==> src/rtl/rdac_init_pkg.sv <==
package rdac_init_pkg;

   typedef enum logic [1:0] {
      SEL_ADDR = 2'b00,
      SEL_PAL  = 2'b01,
      SEL_CTRL = 2'b10,
      SEL_MODE = 2'b11
   } rdac_sel_e;

   typedef struct packed {
      rdac_sel_e   sel;
      logic [7:0]  data;
   } rdac_word_t;

   localparam int unsigned BUS_W       = 8;
   localparam int unsigned FIXED_STEPS = 14;
   localparam int unsigned STEP_W      = $clog2(FIXED_STEPS);
   localparam int unsigned COLOR_CNT   = 3;

endpackage

==> src/rtl/rdac_fixed_steps.sv <==
module rdac_fixed_steps
   import rdac_init_pkg::*;
#(
   parameter logic [7:0] MASK_VAL = 8'hFF,
   parameter logic [7:0] CMD1_VAL = 8'h00,
   parameter logic [7:0] CMD2_VAL = 8'hEC,
   parameter logic [7:0] CMD3_VAL = 8'hC0
)
(
   input  logic [STEP_W-1:0] step_i,
   output rdac_word_t        word_o,
   output logic              last_o
);

   localparam logic [STEP_W-1:0] LAST_STEP = STEP_W'(FIXED_STEPS - 1);

   // mode toggles: bit0 1->0->1 (pipeline reset), bit5 0->1->0 (load timing)
   always_comb begin
      word_o = '{sel: SEL_ADDR, data: 8'h00};
      case (step_i)
         4'd0:    word_o = '{sel: SEL_MODE, data: 8'h09};
         4'd1:    word_o = '{sel: SEL_MODE, data: 8'h08};
         4'd2:    word_o = '{sel: SEL_MODE, data: 8'h09};
         4'd3:    word_o = '{sel: SEL_MODE, data: 8'h29};
         4'd4:    word_o = '{sel: SEL_MODE, data: 8'h09};
         4'd5:    word_o = '{sel: SEL_ADDR, data: 8'h04};
         4'd6:    word_o = '{sel: SEL_CTRL, data: MASK_VAL};
         4'd7:    word_o = '{sel: SEL_ADDR, data: 8'h05};
         4'd8:    word_o = '{sel: SEL_CTRL, data: CMD1_VAL};
         4'd9:    word_o = '{sel: SEL_ADDR, data: 8'h06};
         4'd10:   word_o = '{sel: SEL_CTRL, data: CMD2_VAL};
         4'd11:   word_o = '{sel: SEL_ADDR, data: 8'h07};
         4'd12:   word_o = '{sel: SEL_CTRL, data: CMD3_VAL};
         default: word_o = '{sel: SEL_ADDR, data: 8'h00};
      endcase
   end

   assign last_o = (step_i == LAST_STEP);

endmodule

==> src/rtl/rdac_ramp_gen.sv <==
module rdac_ramp_gen
   import rdac_init_pkg::*;
#(
   parameter int unsigned IDX_W = 8
)
(
   input  logic       clk,
   input  logic       rst_n,
   input  logic       adv_i,
   output rdac_word_t word_o,
   output logic       last_o
);

   localparam logic [1:0]       LAST_PHASE = 2'(COLOR_CNT - 1);
   localparam logic [IDX_W-1:0] LAST_IDX   = {IDX_W{1'b1}};

   if (IDX_W < 1 || IDX_W > BUS_W) begin : g_bad_idx
      $error("rdac_ramp_gen: IDX_W must be 1..8");
   end

   logic [IDX_W-1:0] idx_q;
   logic [1:0]       phase_q;
   logic [7:0]       data;

   always_ff @(posedge clk or negedge rst_n) begin
      if (!rst_n) begin
         idx_q   <= '0;
         phase_q <= '0;
      end else if (adv_i) begin
         if (phase_q == LAST_PHASE) begin
            phase_q <= '0;
            idx_q   <= idx_q + 1'b1;
         end else begin
            phase_q <= phase_q + 2'd1;
         end
      end
   end

   if (IDX_W == BUS_W) begin : g_full
      assign data = idx_q;
   end else begin : g_narrow
      assign data = {{(BUS_W - IDX_W){1'b0}}, idx_q};
   end

   assign word_o = '{sel: SEL_PAL, data: data};
   assign last_o = (phase_q == LAST_PHASE) && (idx_q == LAST_IDX);

   assert_phase_range_R5: assert property (@(posedge clk) disable iff (!rst_n)
      phase_q != 2'd3);

   assert_phase_wrap_R5: assert property (@(posedge clk) disable iff (!rst_n)
      (adv_i && phase_q == LAST_PHASE) |=> (phase_q == 2'd0));

endmodule

==> src/rtl/rdac_bus_writer.sv <==
module rdac_bus_writer
   import rdac_init_pkg::*;
#(
   parameter int unsigned SETUP_CYC  = 2,
   parameter int unsigned STROBE_CYC = 1,
   parameter int unsigned HOLD_CYC   = 1
)
(
   input  logic       clk,
   input  logic       rst_n,
   input  logic       load_i,
   input  rdac_word_t word_i,
   output logic       ready_o,
   output rdac_sel_e  sel_o,
   output logic [7:0] data_o,
   output logic       wr_o
);

   localparam int unsigned MAX_A   = (SETUP_CYC > STROBE_CYC) ? SETUP_CYC : STROBE_CYC;
   localparam int unsigned MAX_CYC = (MAX_A > HOLD_CYC) ? MAX_A : HOLD_CYC;
   localparam int unsigned CNT_W   = (MAX_CYC < 2) ? 1 : $clog2(MAX_CYC);
   localparam logic [CNT_W-1:0] SETUP_LD  = CNT_W'(SETUP_CYC - 1);
   localparam logic [CNT_W-1:0] STROBE_LD = CNT_W'(STROBE_CYC - 1);
   localparam logic [CNT_W-1:0] HOLD_LD   = CNT_W'(HOLD_CYC - 1);

   if (SETUP_CYC < 1) begin : g_bad_setup
      $error("rdac_bus_writer: SETUP_CYC must be at least 1");
   end
   if (STROBE_CYC < 1) begin : g_bad_strobe
      $error("rdac_bus_writer: STROBE_CYC must be at least 1");
   end
   if (HOLD_CYC < 1) begin : g_bad_hold
      $error("rdac_bus_writer: HOLD_CYC must be at least 1");
   end

   typedef enum logic [1:0] {PH_IDLE, PH_SETUP, PH_STROBE, PH_HOLD} phase_e;

   phase_e           phase_q;
   logic [CNT_W-1:0] cnt_q;
   rdac_word_t       word_q;

   always_ff @(posedge clk or negedge rst_n) begin
      if (!rst_n) begin
         phase_q <= PH_IDLE;
         cnt_q   <= '0;
         word_q  <= '{sel: SEL_ADDR, data: 8'h00};
      end else begin
         case (phase_q)
            PH_IDLE: begin
               if (load_i) begin
                  word_q  <= word_i;
                  cnt_q   <= SETUP_LD;
                  phase_q <= PH_SETUP;
               end
            end
            PH_SETUP: begin
               if (cnt_q == '0) begin
                  cnt_q   <= STROBE_LD;
                  phase_q <= PH_STROBE;
               end else begin
                  cnt_q <= cnt_q - 1'b1;
               end
            end
            PH_STROBE: begin
               if (cnt_q == '0) begin
                  cnt_q   <= HOLD_LD;
                  phase_q <= PH_HOLD;
               end else begin
                  cnt_q <= cnt_q - 1'b1;
               end
            end
            default: begin
               if (cnt_q == '0) begin
                  phase_q <= PH_IDLE;
               end else begin
                  cnt_q <= cnt_q - 1'b1;
               end
            end
         endcase
      end
   end

   assign ready_o = (phase_q == PH_IDLE);
   assign wr_o    = (phase_q == PH_STROBE);
   assign sel_o   = word_q.sel;
   assign data_o  = word_q.data;

   assert_setup_stable_R6: assert property (@(posedge clk) disable iff (!rst_n)
      $rose(wr_o) |-> ($stable(data_o) && $stable(sel_o)));

   assert_strobe_stable_R6: assert property (@(posedge clk) disable iff (!rst_n)
      (wr_o && $past(wr_o)) |-> ($stable(data_o) && $stable(sel_o)));

   assert_hold_stable_R7: assert property (@(posedge clk) disable iff (!rst_n)
      $fell(wr_o) |-> ($stable(data_o) && $stable(sel_o)));

   assert_no_load_when_busy_R6: assert property (@(posedge clk) disable iff (!rst_n)
      (!ready_o) |=> $stable(data_o) || $past(ready_o));

endmodule

==> src/rtl/rdac_init_seq.sv <==
module rdac_init_seq
   import rdac_init_pkg::*;
#(
   parameter int unsigned SETUP_CYC  = 2,
   parameter int unsigned STROBE_CYC = 1,
   parameter int unsigned HOLD_CYC   = 1,
   parameter int unsigned IDX_W      = 8,
   parameter bit          AUTO_START = 1'b0,
   parameter logic [7:0]  MASK_VAL   = 8'hFF,
   parameter logic [7:0]  CMD1_VAL   = 8'h00,
   parameter logic [7:0]  CMD2_VAL   = 8'hEC,
   parameter logic [7:0]  CMD3_VAL   = 8'hC0
)
(
   input  logic       clk,
   input  logic       rst_n,
   input  logic       start_i,
   output logic [7:0] bus_data_o,
   output logic [1:0] bus_sel_o,
   output logic       bus_rnw_o,
   output logic       bus_wr_o,
   output logic       busy_o,
   output logic       done_o
);

   typedef enum logic [2:0] {ST_IDLE, ST_FIXED, ST_RAMP, ST_DRAIN, ST_DONE} state_e;

   state_e            state_q;
   logic [STEP_W-1:0] step_q;
   logic              launch;
   logic              wr_ready;
   logic              wr_load;
   rdac_word_t        wr_word;
   rdac_word_t        fix_word;
   logic              fix_last;
   rdac_word_t        ramp_word;
   logic              ramp_last;
   logic              ramp_adv;
   rdac_sel_e         sel_w;

   if (AUTO_START) begin : g_auto_launch
      logic armed_q;
      always_ff @(posedge clk or negedge rst_n) begin
         if (!rst_n) armed_q <= 1'b1;
         else        armed_q <= 1'b0;
      end
      assign launch = armed_q | start_i;
   end else begin : g_pulse_launch
      assign launch = start_i;
   end

   rdac_fixed_steps #(
      .MASK_VAL (MASK_VAL),
      .CMD1_VAL (CMD1_VAL),
      .CMD2_VAL (CMD2_VAL),
      .CMD3_VAL (CMD3_VAL)
   ) u_fixed (
      .step_i (step_q),
      .word_o (fix_word),
      .last_o (fix_last)
   );

   rdac_ramp_gen #(
      .IDX_W (IDX_W)
   ) u_ramp (
      .clk    (clk),
      .rst_n  (rst_n),
      .adv_i  (ramp_adv),
      .word_o (ramp_word),
      .last_o (ramp_last)
   );

   rdac_bus_writer #(
      .SETUP_CYC  (SETUP_CYC),
      .STROBE_CYC (STROBE_CYC),
      .HOLD_CYC   (HOLD_CYC)
   ) u_writer (
      .clk     (clk),
      .rst_n   (rst_n),
      .load_i  (wr_load),
      .word_i  (wr_word),
      .ready_o (wr_ready),
      .sel_o   (sel_w),
      .data_o  (bus_data_o),
      .wr_o    (bus_wr_o)
   );

   always_comb begin
      wr_load  = 1'b0;
      ramp_adv = 1'b0;
      wr_word  = fix_word;
      if (state_q == ST_FIXED) begin
         wr_load = wr_ready;
      end else if (state_q == ST_RAMP) begin
         wr_word  = ramp_word;
         wr_load  = wr_ready;
         ramp_adv = wr_ready;
      end
   end

   always_ff @(posedge clk or negedge rst_n) begin
      if (!rst_n) begin
         state_q <= ST_IDLE;
         step_q  <= '0;
      end else begin
         case (state_q)
            ST_IDLE: begin
               if (launch) state_q <= ST_FIXED;
            end
            ST_FIXED: begin
               if (wr_ready) begin
                  step_q <= step_q + 1'b1;
                  if (fix_last) state_q <= ST_RAMP;
               end
            end
            ST_RAMP: begin
               if (wr_ready && ramp_last) state_q <= ST_DRAIN;
            end
            ST_DRAIN: begin
               if (wr_ready) state_q <= ST_DONE;
            end
            default: state_q <= ST_DONE;
         endcase
      end
   end

   assign bus_sel_o = sel_w;
   assign busy_o    = (state_q == ST_FIXED) || (state_q == ST_RAMP) || (state_q == ST_DRAIN);
   assign done_o    = (state_q == ST_DONE);
   assign bus_rnw_o = ~busy_o;

   assert_launch_busy_R2: assert property (@(posedge clk) disable iff (!rst_n)
      (state_q == ST_IDLE && start_i) |=> busy_o);

   assert_write_level_R8: assert property (@(posedge clk) disable iff (!rst_n)
      bus_wr_o |-> (!bus_rnw_o && busy_o));

   assert_done_sticky_R9: assert property (@(posedge clk) disable iff (!rst_n)
      done_o |=> done_o);

   assert_done_quiet_R9: assert property (@(posedge clk) disable iff (!rst_n)
      done_o |-> (!busy_o && !bus_wr_o));

   assert_start_ignored_R10: assert property (@(posedge clk) disable iff (!rst_n)
      (busy_o && start_i) |=> (busy_o || done_o));

endmodule

==> config.mk <==
export PLATFORM = sky130hd
export DESIGN_NAME = rdac_init_seq
export DESIGN_NICKNAME = d
export VERILOG_FILES = /design/src/rtl/rdac_init_pkg.sv /design/src/rtl/rdac_fixed_steps.sv /design/src/rtl/rdac_ramp_gen.sv /design/src/rtl/rdac_bus_writer.sv /design/src/rtl/rdac_init_seq.sv
export SDC_FILE = /design/constraint.sdc
export NUM_CORES = 1
export LEC_CHECK = 0
export BUFFER_PORTS_ARGS = -buffer_cell sky130_fd_sc_hd__buf_2
export CORE_ASPECT_RATIO = 0.8
export CORE_MARGIN = 3
export CORE_UTILIZATION = 35
export CTS_CLUSTER_SIZE = 40
export DETAILED_ROUTE_END_ITERATION = 16
export PLACE_DENSITY = 0.6
export SLEW_MARGIN = 30
export SYNTH_ARGS = -nofsm -noshare
export SYNTH_HDL_FRONTEND = slang
export SYNTH_SLANG_ARGS = --single-unit
==> constraint.sdc <==
create_clock -name clk -period 2.25 [get_ports clk]
set_input_delay 0 -clock clk [delete_from_list [all_inputs] [get_ports clk]]
set_output_delay 0 -clock clk [all_outputs]
set_load 0.01 [all_outputs]
==> flow_summary.toml <==
[run_status]
status = "finished clean"

[finish]
mostFrequentLayoutCell = "dfrtp_1"
layout_common_cells = "dfrtp_1 (30), buf_2 (16), nor2_1 (12), ha_1 (11), inv_1 (10)"
drive_gt1_frac = 0.178
nets = 198
area_growth_pct = 14.0
design_area_mm2 = 0.00194
n_antenna_cell = 0
fillers = 467

[power]
powerDensity_mw_per_mm2 = 520
ir_worst_vdd_uv = 285
p_leak_nw = 0.946

[setup_path]
critPathKind = "flip-flop to flip-flop"
ff2ff_setup_slack_ns = 0.24
required_ns = 2.44
r2r-end = "u_writer.data_o[5]"
arrival_ns = 2.20
cp_max_fo = 10
r2r_start = "u_writer.phase_q[0]"
cp-start-kind = "flip-flop"
cp-end-kind = "flip-flop"
reg2reg_depth = 6

[min_path]
hold_end = "state_q[0]"
hold_class = "primary input to flip-flop"
hold_depth = 3
hold_start = "start_i"

[floorplanning]
coreArea_mm2 = 0.00465
die_h_um = 68.4
num_rows = 22
fp.dieArea_mm2 = 0.00574
die_w_um = 84.0
io_pins = 17
start_util = 0.366

[timing]
layout_min_cycle_time_ns = 2.01
finClkSkew_ns = 0.00540
report.final.setup_viol = 0
fin_tns_setup_ns = 0
fmax_ghz = 0.498
period_share = 0.893
slew_viol_final = 0
rsz0062_at_grt = "false"
worst-slew-pin-transition_ns = 0.675
finalHoldViolCount = 0
relSlewSlack = 0.550

[synthesis]
synth_area_mm2 = 0.00170
synthCells = 168
yosysSeqAreaShare = 0.441
synth_area_per_cell_um2 = 10.1
ys_types = 49
ys_seq_elements = 30
syn_nets = 182
synth_flop_cell = "dfrtp_1"
yosysWarnings = 0
synth_edf_count = 0
async_reset_ff_frac = 1.00

[grt]
grt_max_degree = 31
antenna_found_initial = 0
grt_first_pass_wirelength_um = 6110
grt_pass1_vias = 1269
grt_overflow = 0
gr-usage-all-layers = 0.136

[cts]
clk_latency_ns = 0.28
h-tree-depth = 2
clock-sinks = 30
cts_tree = "done"
clk_path_buf_depth = 2
clk_pin_slew_worst_paths_ns = 0.07
cts_made_buffers = 5
ctsRootBufferMaster = "clkbuf_8"

[job]
drv_cap = 0

[placed_design]
place.gp.congestion = 0.775
dp_hpwl_um = 2570
dpl_cell_area_mm2 = 0.00184
io_buffers = 16

[drt]
drcViolationCount = 0
routed_wl_um = 3480
drtIter0Drc = 35
drt-pass1-iter-count = 4
post_drt_wl_per_cell_um = 14.2
final_antenna_net_count = 0
vias_per_cell = 5.07
vias = 1241
## per-stage QoR
stage	hold WS, ns	total power [W]	setup WS [ns]	instances	utilization
final	0.0702	0.00101	0.241	245	0.417
after global routing	0.0829	0.00106	0.0706	245	0.417
after CTS	0.0625	0.00103	0.225	245	0.417
after detailed placement	0.0815	0.000563	0.213	236	0.395
after global placement	0.0849	0.000563	0.321	236	0.395
after floorplan	-0.296	0.000550	0.343	168	-
## layout make-up
| class | instances | area [um2] | area share |
|---|---|---|---|
| Clock buffer | 6 | 82.6 | 0.0426 |
| Tap cell | 60 | 75.1 | 0.0387 |
| Inverter | 10 | 37.5 | 0.0193 |
| Timing Repair Buffer | 21 | 120 | 0.0619 |
| Clock inverter | 2 | 12.5 | 0.00645 |
| Multi-Input combinational cell | 116 | 862 | 0.444 |
| Sequential cell | 30 | 751 | 0.387 |
## power breakdown
group           total, W  internal [W]  leakage (nW)  switching, W
combinational  0.0000133    0.00000235         0.515     0.0000109
clock           0.000457      0.000245        0.0472      0.000212
sequential      0.000539      0.000539         0.384             0
## synth_stat cells (2+ instances only)
cell type / n / area share
a211oi_1: 5 / 0.022
a21o_1: 3 / 0.013
a21oi_1: 4 / 0.012
and2_1: 2 / 0.0073
buf_2: 3 / 0.0088
clkbuf_1: 8 / 0.018
dfrtp_1: 30 / 0.44
ha_1: 11 / 0.081
inv_1: 10 / 0.022
mux2_1: 2 / 0.013
mux2_2: 2 / 0.013
mux2i_1: 2 / 0.012
nand2_1: 6 / 0.013
nand2b_1: 3 / 0.011
nand3_1: 4 / 0.012
nand4_1: 2 / 0.0073
nand4bb_1: 2 / 0.013
nor2_1: 12 / 0.026
nor3_1: 5 / 0.015
nor4_1: 2 / 0.0073
o21ai_0: 7 / 0.021
o21bai_1: 2 / 0.0088
o31ai_1: 5 / 0.022
or3b_1: 2 / 0.010
xnor2_1: 7 / 0.036
xor2_1: 4 / 0.021
## cell families after synthesis
kind of cell,synth area share
buffers and inverters,0.0529
DFF,0.441
AOI/OAI and AO/OA,0.152
xor gates and xnor gates,0.0566
and+or+nand+nor,0.179
adders and majority gates,0.0808
muxes,0.0382
## state kept, by name, indices dropped and copies added, names as in the netlist
register and flops:
u_ramp.phase_q 2, u_writer.phase_q 2, u_ramp.data 8, step_q 4
u_writer.data_o 8, u_writer.cnt_q 1, state_q 3, u_writer.sel_o 2
## metal layers
layer,wire [um],GRT usage
met2,1430,0.203
met3,188,0.0421
met1,1810,0.184
met4,47,0.0562
met5,0,0
## what timing repair did
item	in CTS	in global routing
resized for setup	0	0
endpoints found under the hold margin	30	0
hold buffers	1	0
buffers inserted	0	0
## worst max-delay path by stage
stage	start	to	depth (start not counted)
final	u_writer.phase_q[0]	u_writer.data_o[5]	6
after global placement	u_writer.phase_q[0]	u_writer.sel_o[1]	6
after global routing	u_writer.phase_q[0]	u_writer.data_o[7]	6
after detailed placement	u_writer.phase_q[0]	u_writer.data_o[1]	6
after floorplan	u_writer.phase_q[0]	u_writer.phase_q[1]	6
after CTS	u_writer.phase_q[0]	u_writer.data_o[5]	6
## worst max-delay path, cell delays in order, from the launching register on
cell and delay (ns):
dfrtp_1 0.40, inv_1 0.10, ha_1 0.23, buf_4 0.18
or2b_1 0.35, or2_0 0.37, o31ai_1 0.29
Power figures use the tool's default switching activity.
